**src/rtl/pgr_pkg.sv**
```systemverilog
// Package: shared constants and types of the protected register guard.
// Assumes word addressing with the key register at index 0, followed
// directly by the protected registers.
package pgr_pkg;
    localparam logic [31:0] UNLOCK_KEY = 32'h0000_00AA;
    localparam int unsigned NPROT      = 2;
    localparam int unsigned IDX_KEY    = 0;
    localparam int unsigned IDX_CFG    = 1;
    localparam int unsigned IDX_DIV    = 2;
    localparam int unsigned IDX_SCR    = 3;
    localparam int unsigned IDX_STAT   = 4;

    typedef enum logic [1:0] {
        ACC_NONE = 2'd0,
        ACC_KEY  = 2'd1,
        ACC_PROT = 2'd2,
        ACC_OPEN = 2'd3
    } acc_kind_t;
endpackage

```
**src/rtl/pgr_decode.sv**
```systemverilog
// Module: pgr_decode
// Classifies the current bus access as a key write, a protected write,
// an unprotected write or no write. It also gives a one-hot select over
// the protected registers. Purely combinational.
module pgr_decode #(
    parameter int ADDR_W = 3
) (
    input  logic                       sel,
    input  logic                       wr,
    input  logic [ADDR_W-1:0]          addr,
    output pgr_pkg::acc_kind_t         kind,
    output logic [pgr_pkg::NPROT-1:0]  prot_hit
);
    import pgr_pkg::*;

    logic is_write;
    assign is_write = sel && wr;

    // One select line per protected register.
    for (genvar g = 0; g < int'(NPROT); g++) begin : g_hit
        assign prot_hit[g] = is_write && (addr == ADDR_W'(IDX_CFG + g));
    end

    // Sort the access into the kinds the key gate cares about.
    always_comb begin
        if (!is_write)                    kind = ACC_NONE;
        else if (addr == ADDR_W'(IDX_KEY)) kind = ACC_KEY;
        else if (|prot_hit)               kind = ACC_PROT;
        else                              kind = ACC_OPEN;
    end
endmodule

```
**src/rtl/pgr_key_gate.sv**
```systemverilog
// Module: pgr_key_gate
// Holds the single-use unlock state. A key write arms it. Any other
// write disarms it. A protected write is accepted only when it is armed.
// Assumes at most one access per cycle.
module pgr_key_gate (
    input  logic               clk,
    input  logic               rst_n,
    input  pgr_pkg::acc_kind_t kind,
    input  logic [31:0]        wdata,
    output logic               unlocked,
    output logic               accept,
    output logic               violation
);
    import pgr_pkg::*;

    // Arm on the exact key, disarm on every other write.
    always_ff @(posedge clk) begin
        if (!rst_n)                                   unlocked <= 1'b0;
        else if (kind == ACC_KEY)                     unlocked <= (wdata == UNLOCK_KEY);
        else if (kind == ACC_PROT || kind == ACC_OPEN) unlocked <= 1'b0;
    end

    // Decide the fate of a protected write from the armed state.
    assign accept    = (kind == ACC_PROT) &&  unlocked;
    assign violation = (kind == ACC_PROT) && !unlocked;
endmodule

```
**src/rtl/pgr_prot_reg.sv**
```systemverilog
// Module: pgr_prot_reg
// One protected 32-bit storage word. It loads only on an accepted write.
// Assumes the key gate has already qualified the write enable.
module pgr_prot_reg #(
    parameter logic [31:0] INIT = 32'h0
) (
    input  logic        clk,
    input  logic        rst_n,
    input  logic        we,
    input  logic [31:0] d,
    output logic [31:0] q
);
    // Load the word on an accepted write.
    always_ff @(posedge clk) begin
        if (!rst_n)  q <= INIT;
        else if (we) q <= d;
    end
endmodule

```
**src/rtl/pgr_reset_pulse.sv**
```systemverilog
// Module: pgr_reset_pulse
// Turns an accepted write that takes the reset bit from 1 to 0 into a
// registered one-cycle request. Assumes two accepted writes cannot be
// back to back, which holds because each one needs a fresh key.
module pgr_reset_pulse (
    input  logic clk,
    input  logic rst_n,
    input  logic we,
    input  logic cur_bit,
    input  logic new_bit,
    output logic pulse
);
    // Register the falling edge of the reset bit.
    always_ff @(posedge clk) begin
        if (!rst_n) pulse <= 1'b0;
        else        pulse <= we && cur_bit && !new_bit;
    end
endmodule

```
**src/rtl/prot_reg_guard.sv**
```systemverilog
// Module: prot_reg_guard (top)
// System-control register file. Index 0 is the key register. Indices 1
// and 2 are the protected configuration and divider words. Index 3 is
// scratch. Index 4 is status, with the sticky violation flag in bit 0,
// cleared by writing 1. Reads are registered.
// Assumes ADDR_W >= 3 and at most one access per cycle.
module prot_reg_guard #(
    parameter int          ADDR_W    = 3,
    parameter int          SRST_BIT  = 31,
    parameter logic [31:0] CFG_INIT  = 32'h0000_0000,
    parameter logic [31:0] DIV_INIT  = 32'h0000_0004
) (
    input  logic              clk,
    input  logic              rst_n,
    input  logic              bus_sel,
    input  logic              bus_wr,
    input  logic [ADDR_W-1:0] bus_addr,
    input  logic [31:0]       bus_wdata,
    output logic [31:0]       bus_rdata,
    output logic [31:0]       cfg_out,
    output logic [31:0]       clkdiv_out,
    output logic              reset_req
);
    import pgr_pkg::*;

    acc_kind_t          kind;
    logic [NPROT-1:0]   prot_hit;
    logic               unlocked;
    logic               accept;
    logic               viol_set;
    logic               viol_q;
    logic [31:0]        scratch_q;
    logic [31:0]        prot_q [NPROT];
    logic [31:0]        rd_mux;

    pgr_decode #(.ADDR_W(ADDR_W)) u_dec (
        .sel      (bus_sel),
        .wr       (bus_wr),
        .addr     (bus_addr),
        .kind     (kind),
        .prot_hit (prot_hit)
    );

    pgr_key_gate u_gate (
        .clk       (clk),
        .rst_n     (rst_n),
        .kind      (kind),
        .wdata     (bus_wdata),
        .unlocked  (unlocked),
        .accept    (accept),
        .violation (viol_set)
    );

    // One storage word per protected register; the first is configuration.
    for (genvar g = 0; g < int'(NPROT); g++) begin : g_prot
        pgr_prot_reg #(.INIT((g == 0) ? CFG_INIT : DIV_INIT)) u_reg (
            .clk   (clk),
            .rst_n (rst_n),
            .we    (accept && prot_hit[g]),
            .d     (bus_wdata),
            .q     (prot_q[g])
        );
    end

    assign cfg_out    = prot_q[IDX_CFG - 1];
    assign clkdiv_out = prot_q[IDX_DIV - 1];

    pgr_reset_pulse u_rst (
        .clk     (clk),
        .rst_n   (rst_n),
        .we      (accept && prot_hit[IDX_CFG - 1]),
        .cur_bit (cfg_out[SRST_BIT]),
        .new_bit (bus_wdata[SRST_BIT]),
        .pulse   (reset_req)
    );

    // Scratch word: ordinary write at any lock state.
    always_ff @(posedge clk) begin
        if (!rst_n)
            scratch_q <= '0;
        else if (kind == ACC_OPEN && bus_addr == ADDR_W'(IDX_SCR))
            scratch_q <= bus_wdata;
    end

    // Sticky violation flag: set by a locked protected write, cleared by writing 1.
    always_ff @(posedge clk) begin
        if (!rst_n)
            viol_q <= 1'b0;
        else if (viol_set)
            viol_q <= 1'b1;
        else if (kind == ACC_OPEN && bus_addr == ADDR_W'(IDX_STAT) && bus_wdata[0])
            viol_q <= 1'b0;
    end

    // Select the read value for the addressed word.
    always_comb begin
        rd_mux = '0;
        if (bus_addr == ADDR_W'(IDX_KEY))       rd_mux = {31'b0, unlocked};
        else if (bus_addr == ADDR_W'(IDX_CFG))  rd_mux = cfg_out;
        else if (bus_addr == ADDR_W'(IDX_DIV))  rd_mux = clkdiv_out;
        else if (bus_addr == ADDR_W'(IDX_SCR))  rd_mux = scratch_q;
        else if (bus_addr == ADDR_W'(IDX_STAT)) rd_mux = {31'b0, viol_q};
    end

    // Register read data on a read access; hold it otherwise.
    always_ff @(posedge clk) begin
        if (!rst_n)                 bus_rdata <= '0;
        else if (bus_sel && !bus_wr) bus_rdata <= rd_mux;
    end
endmodule

```
**config.mk**
```make
export PLATFORM = sky130hd
export DESIGN_NAME = prot_reg_guard
export DESIGN_NICKNAME = d
export VERILOG_FILES = /design/src/rtl/pgr_pkg.sv /design/src/rtl/pgr_decode.sv /design/src/rtl/pgr_key_gate.sv /design/src/rtl/pgr_prot_reg.sv /design/src/rtl/pgr_reset_pulse.sv /design/src/rtl/prot_reg_guard.sv
export SDC_FILE = /design/constraint.sdc
export NUM_CORES = 1
export LEC_CHECK = 0
export BUFFER_PORTS_ARGS = -buffer_cell sky130_fd_sc_hd__buf_4
export CAP_MARGIN = 20
export CORE_MARGIN = 2
export CORE_UTILIZATION = 54
export CTS_CLUSTER_DIAMETER = 40
export DETAILED_ROUTE_END_ITERATION = 7
export GPL_ROUTABILITY_DRIVEN = 0
export HOLD_SLACK_MARGIN = 0.06
export MAX_ROUTING_LAYER = met4
export PLACE_DENSITY = 0.81
export SLEW_MARGIN = 20
export SYNTH_ARGS = -nofsm -noshare
export SYNTH_HDL_FRONTEND = slang
export SYNTH_SLANG_ARGS = --single-unit
```
**constraint.sdc**
```tcl
create_clock -name clk -period 1.63 [get_ports clk]
set_input_delay 0.326 -clock clk [delete_from_list [all_inputs] [get_ports clk]]
set_output_delay 0.326 -clock clk [all_outputs]
set_load 0.05 [all_outputs]
```
After elaboration in Yosys (flattened, before gate mapping)
Cells that the tools add are included.
{"block": "op_classes", "n_eq_ne": 8, "mux": 12, "n_reduce_logical": 21}
{"cell": "$mux W32", "count": 4}
{"cell": "$eq A32 B8 Y1 const B", "count": 1}
{"cell": "$logic_and A1 B1 Y1", "count": 13}
{"cell": "$eq A3 B2 Y1 const B", "count": 2}
{"cell": "$mux W1", "count": 6}
{"cell": "$eq A2 B2 Y1 const B", "count": 2}
{"cell": "$mux W2", "count": 2}
{"cell": "$reduce_bool A2 Y1", "count": 2}
{"cell": "$eq A3 B1 Y1 const B", "count": 1}
{"cell": "$eq A3 B3 Y1 const B", "count": 1}
{"cell": "$logic_not A1 Y1", "count": 3}
{"cell": "$logic_not A3 Y1", "count": 1}
{"cell": "$eq A2 B1 Y1 const B", "count": 1}
{"cell": "$reduce_or A2 Y1", "count": 1}
{"cell": "$logic_or A1 B1 Y1", "count": 1}
{"block": "totals", "register_bits": 131, "input_bits": 39, "output_inout_bits": 97, "wordCells": 48}

Logic depth before layout (Yosys ltp)
{"block": "logic_depth", "word_depth": 11, "mapped_depth": 7, "ltp_nobuf": 4}

Hierarchy
From an unflattened synthesis, not the netlist that was laid out.
{"block": "hier_totals", "hier_cells": 588, "hier_area_um2": 6092.1}
{"module": "prot_reg_guard", "instances": 1, "cells_per_inst": 355, "area_per_inst_um2": 3360.7}
{"module": "pgr_prot_reg (g_prot[0].u_reg)", "instances": 1, "cells_per_inst": 103, "area_per_inst_um2": 1243.7}
{"module": "pgr_prot_reg (g_prot[1].u_reg)", "instances": 1, "cells_per_inst": 103, "area_per_inst_um2": 1241.2}
{"module": "pgr_key_gate", "instances": 1, "cells_per_inst": 17, "area_per_inst_um2": 153.9}
{"module": "pgr_decode", "instances": 1, "cells_per_inst": 8, "area_per_inst_um2": 62.6}
{"module": "pgr_reset_pulse", "instances": 1, "cells_per_inst": 2, "area_per_inst_um2": 30.0}

Least setup slack after synthesis
OpenSTA, ideal clock, no wires.
{"block": "synth_timing", "path_type": "input to register", "start": "in bus_addr[2]", "end": "reg bus_rdata[25]", "setup_time_ns": 0.115, "arrival_ns": 1.283, "t_required_ns": 1.515, "path_slack_ns": 0.232, "cell_stages": 6, "path_buffers": 2, "path_cell_list": "buf_6 > clkbuf_1 > or3_1 > a32oi_1 > o21ai_1 > and2_1"}
{"block": "synth_between", "elab_chain_cells": 5}
{"item": "from (decl)", "line_no": "prot_reg_guard.sv:17", "text": "input logic [ADDR_W-1:0] bus_addr,"}
{"item": "$eq A3 B2 Y1", "line_no": "prot_reg_guard.sv:101", "text": "else if (bus_addr == ADDR_W'(IDX_SCR)) rd_mux = scratch_q;"}
{"item": "$mux W32", "line_no": "prot_reg_guard.sv:101"}
{"item": "$mux W32", "line_no": "prot_reg_guard.sv:100", "text": "else if (bus_addr == ADDR_W'(IDX_DIV)) rd_mux = clkdiv_out;"}
{"item": "$mux W32", "line_no": "prot_reg_guard.sv:99", "text": "else if (bus_addr == ADDR_W'(IDX_CFG)) rd_mux = cfg_out;"}
{"item": "$mux W32 (*)", "line_no": "prot_reg_guard.sv:98", "text": "if (bus_addr == ADDR_W'(IDX_KEY)) rd_mux = {31'b0, unlocked};"}
{"item": "to (signal assigned)", "line_no": "prot_reg_guard.sv:108", "text": "else if (bus_sel && !bus_wr) bus_rdata <= rd_mux;"}
{"item": "to (decl)", "line_no": "prot_reg_guard.sv:19", "text": "output logic [31:0] bus_rdata,"}
Mark *: on every way between the ends. The rest lies on a longest branch, timed or not.
A chain may end at the register's enable or synchronous reset.

Worst setup path in the final report
{"block": "layout_timing", "start": "reg g_prot[0].u_reg.q[31]", "end": "out cfg_out[31]"}
{"item": "from (decl)", "line_no": "pgr_prot_reg.sv:11", "text": "output logic [31:0] q"}
{"item": "from (signal assigned)", "line_no": "pgr_prot_reg.sv:15", "text": "if (!rst_n) q <= INIT;"}
{"item": "from (signal assigned)", "line_no": "pgr_prot_reg.sv:16", "text": "else if (we) q <= d;"}
{"item": "to (decl)", "line_no": "prot_reg_guard.sv:20", "text": "output logic [31:0] cfg_out,"}
No word-level cell between the ends.

==> flow_summary.toml <==
[status]
status = "finished clean"

[clock_tree]
tritoncts = "done"
cts.repair.resized = 0
clock-sinks = 131
cts_setup_buffers = 0
clk_pin_slew_ns = 0.06
clockBufferDepth = 2
clk_latency_ns = 0.52
cts_root_buf = "clkbuf_8"
cts_hold_buf = 1
tritoncts.num_buffers = 17
h-tree-depth = 4

[placement]
dpl_worst_slack_ns = -0.03349
hpwlAfterDp_mm = 11.50
placed_cell_area_mm2 = 0.006984
io_buffers = 135
dp_cells = 955

[finish]
area_growth_pct = 29.05
final_cell_mix = "nand2_1, buf_4, dfxtp_1, a21boi_1, a21boi_0"
finalInstanceArea_mm2 = 0.007493
n_fill_cell = 808
n_antenna_cell = 0
final_common_cell = "nand2_1"
drive_gt1_frac = 0.2379
layoutNonFillerInstCount = 985
final_net_count = 878

[synthesis]
netlist_instances = 711
syn_area_mm2 = 0.005807
synth_nets = 750
ys_ff_latch = 131
ys_types = 36
syn_area_per_cell_um2 = 8.167
synthArstFlopShare = 0
ys.flop_type = "dfxtp_1"
ys_seq_area_frac = 0.4516
yosysWarnings = 0
synth_edf_count = 0

[die]
rows = 37
die-area_mm2 = 0.01160
coreArea_mm2 = 0.01037
die_x_um = 107.7
pin_count = 136
start_util = 0.5600
die_h_um = 107.7

[power_and_ir_drop]
vdd_drop_max_mv = 0.6353
power.density_mw_per_mm2 = 941.3
p_leak_nw = 2.952

[critical_path]
start_kind = "flip-flop"
cp.depth = 1
critPathKind = "reg -> out"
crit_family = "flip-flops"
required_ns = 1.30
reg2reg_slack_ns = 0.19
critPathSlowestCell = "dfxtp_1"
slowest_delay_ns = 0.43
cp.arrival_ns = 1.19
cp_max_fo = 4
critPathCaptureType = "output pin"
path_cells = "buf_4"
critPathBufInv = 1
crit_path_end = "cfg_out[31]"
r2r_start = "u_gate.unlocked"
rr_worst_depth = 5
reg2reg_to = "g_prot[0].u_reg.q[31]"
crit_start = "g_prot[0].u_reg.q[31]"

[routing]
wl_per_cell_um = 17.22
ant_nets = 0
drc = 0
vias_per_cell = 5.717
vias = 5631
wl_mm = 16.96
drt-initial-drc-count = 420
firstDrtPassIters = 5

[sta]
fin_worst_skew_ns = 0.004666
final.setup.worst_slack_ns = 0.1121
setup_viol = 0
max_freq_mhz = 658.8
worst_hold_slack_ns = 0.07268
period_needed_ns = 1.518
fin_crit_sh = 0.9312
hold_viol = 0
finalMaxSlewViolations = 0
setup_tns_ns = 0
max_slew.worst_pin.slew_ns = 0.4860
maxSlewHeadroom = 0.6714
grt_setup_unrepaired = "false"

[global_route]
grt_max_degree = 58
antenna_found_initial = 0
grt_pass1_vias = 5235
track_usage = 0.3058
grt_pass1_wl_mm = 26.76
grt_overflow = 0

[min_path]
holdPathStages = 3
hold_class = "in -> reg"

[job]
maxCapViolCount = 0
-- tightest hold or removal path, stage by stage --
cell and delay (ns):
buf_4 0.13, nand2_1 0.05, a21boi_1 0.05
-- how the worst min path moves through the flow --
stage	startpoint	endpoint	slack (ns)
floorplan	scratch_q[15]	scratch_q[15]	0.43
global placement	scratch_q[5]	scratch_q[5]	0.44
detailed placement	scratch_q[15]	scratch_q[15]	0.44
CTS	bus_wdata[1]	g_prot[1].u_reg.q[1]	0.06
global route	bus_wdata[9]	g_prot[1].u_reg.q[9]	0.07
finish	bus_wdata[30]	g_prot[1].u_reg.q[30]	0.07
-- synth_stat cells, types with 2 or more instances --
| cell | number | area share |
|---|---|---|
| nor4_1 | 4 | 0.0043 |
| nor2_1 | 3 | 0.0019 |
| a32oi_1 | 31 | 0.047 |
| nor2b_1 | 2 | 0.0022 |
| nor4b_1 | 2 | 0.0030 |
| nand2_1 | 227 | 0.15 |
| nand3_1 | 6 | 0.0052 |
| o21ai_1 | 30 | 0.026 |
| a21boi_0 | 33 | 0.043 |
| nor3_1 | 2 | 0.0017 |
| a211oi_1 | 2 | 0.0026 |
| buf_6 | 6 | 0.012 |
| nand4_1 | 2 | 0.0022 |
| or3_1 | 31 | 0.033 |
| a21boi_1 | 63 | 0.081 |
| buf_4 | 8 | 0.010 |
| nand2b_1 | 32 | 0.034 |
| clkbuf_1 | 31 | 0.020 |
| and2_1 | 31 | 0.033 |
| dfxtp_1 | 131 | 0.45 |
| o21ai_0 | 2 | 0.0017 |
| buf_2 | 17 | 0.015 |
| and3_1 | 2 | 0.0022 |
-- logic make-up after synthesis --
family	synth area share
compound gates	0.2064
xor+xnor	0.001509
buf+inv	0.05731
flops	0.4516
mux	0.001939
simple gates	0.2812
-- power by group --
group / switching (W) / internal (W) / leakage [nW]
registers: 0.0000120 / 0.00323 / 1.06
logic: 0.000329 / 0.000236 / 1.65
clock network: 0.00130 / 0.00195 / 0.249
-- layer usage --
metal  GRT usage  wire length [µm]  up-vias
met5           -                 0        -
met4      0.1190               336        0
met3     0.06053              1344       33
met2      0.4919              8370      277
met1      0.3798              6906     2677
li1            -                 -     2644
-- cell type report --
cell class                 count  area (µm²)  share of cell area
multi-input combinational    517        2861              0.3819
inverter                       1       3.754           0.0005009
sequential                   131        2623              0.3500
tap                          136       170.2             0.02271
clock buffer                  23       466.7             0.06228
clock inverter                 6       32.53            0.004341
timing repair buffer         171        1336              0.1783
-- through the flow --
stage                       util  power, W
final                     0.7226  0.007054
after global routing      0.7226  0.007263
after CTS                 0.7226  0.007062
after detailed placement  0.6735  0.003857
after global placement    0.6735  0.003848
after floorplan                -  0.003620
-- flip-flops by register name (all words and copies together) (netlist names) --
name,cells
g_prot.u_reg.q,64
bus_rdata,32
scratch_q,32
u_gate.unlocked,1
u_rst.pulse,1
viol_q,1
(Power assumes the default switching activity.)
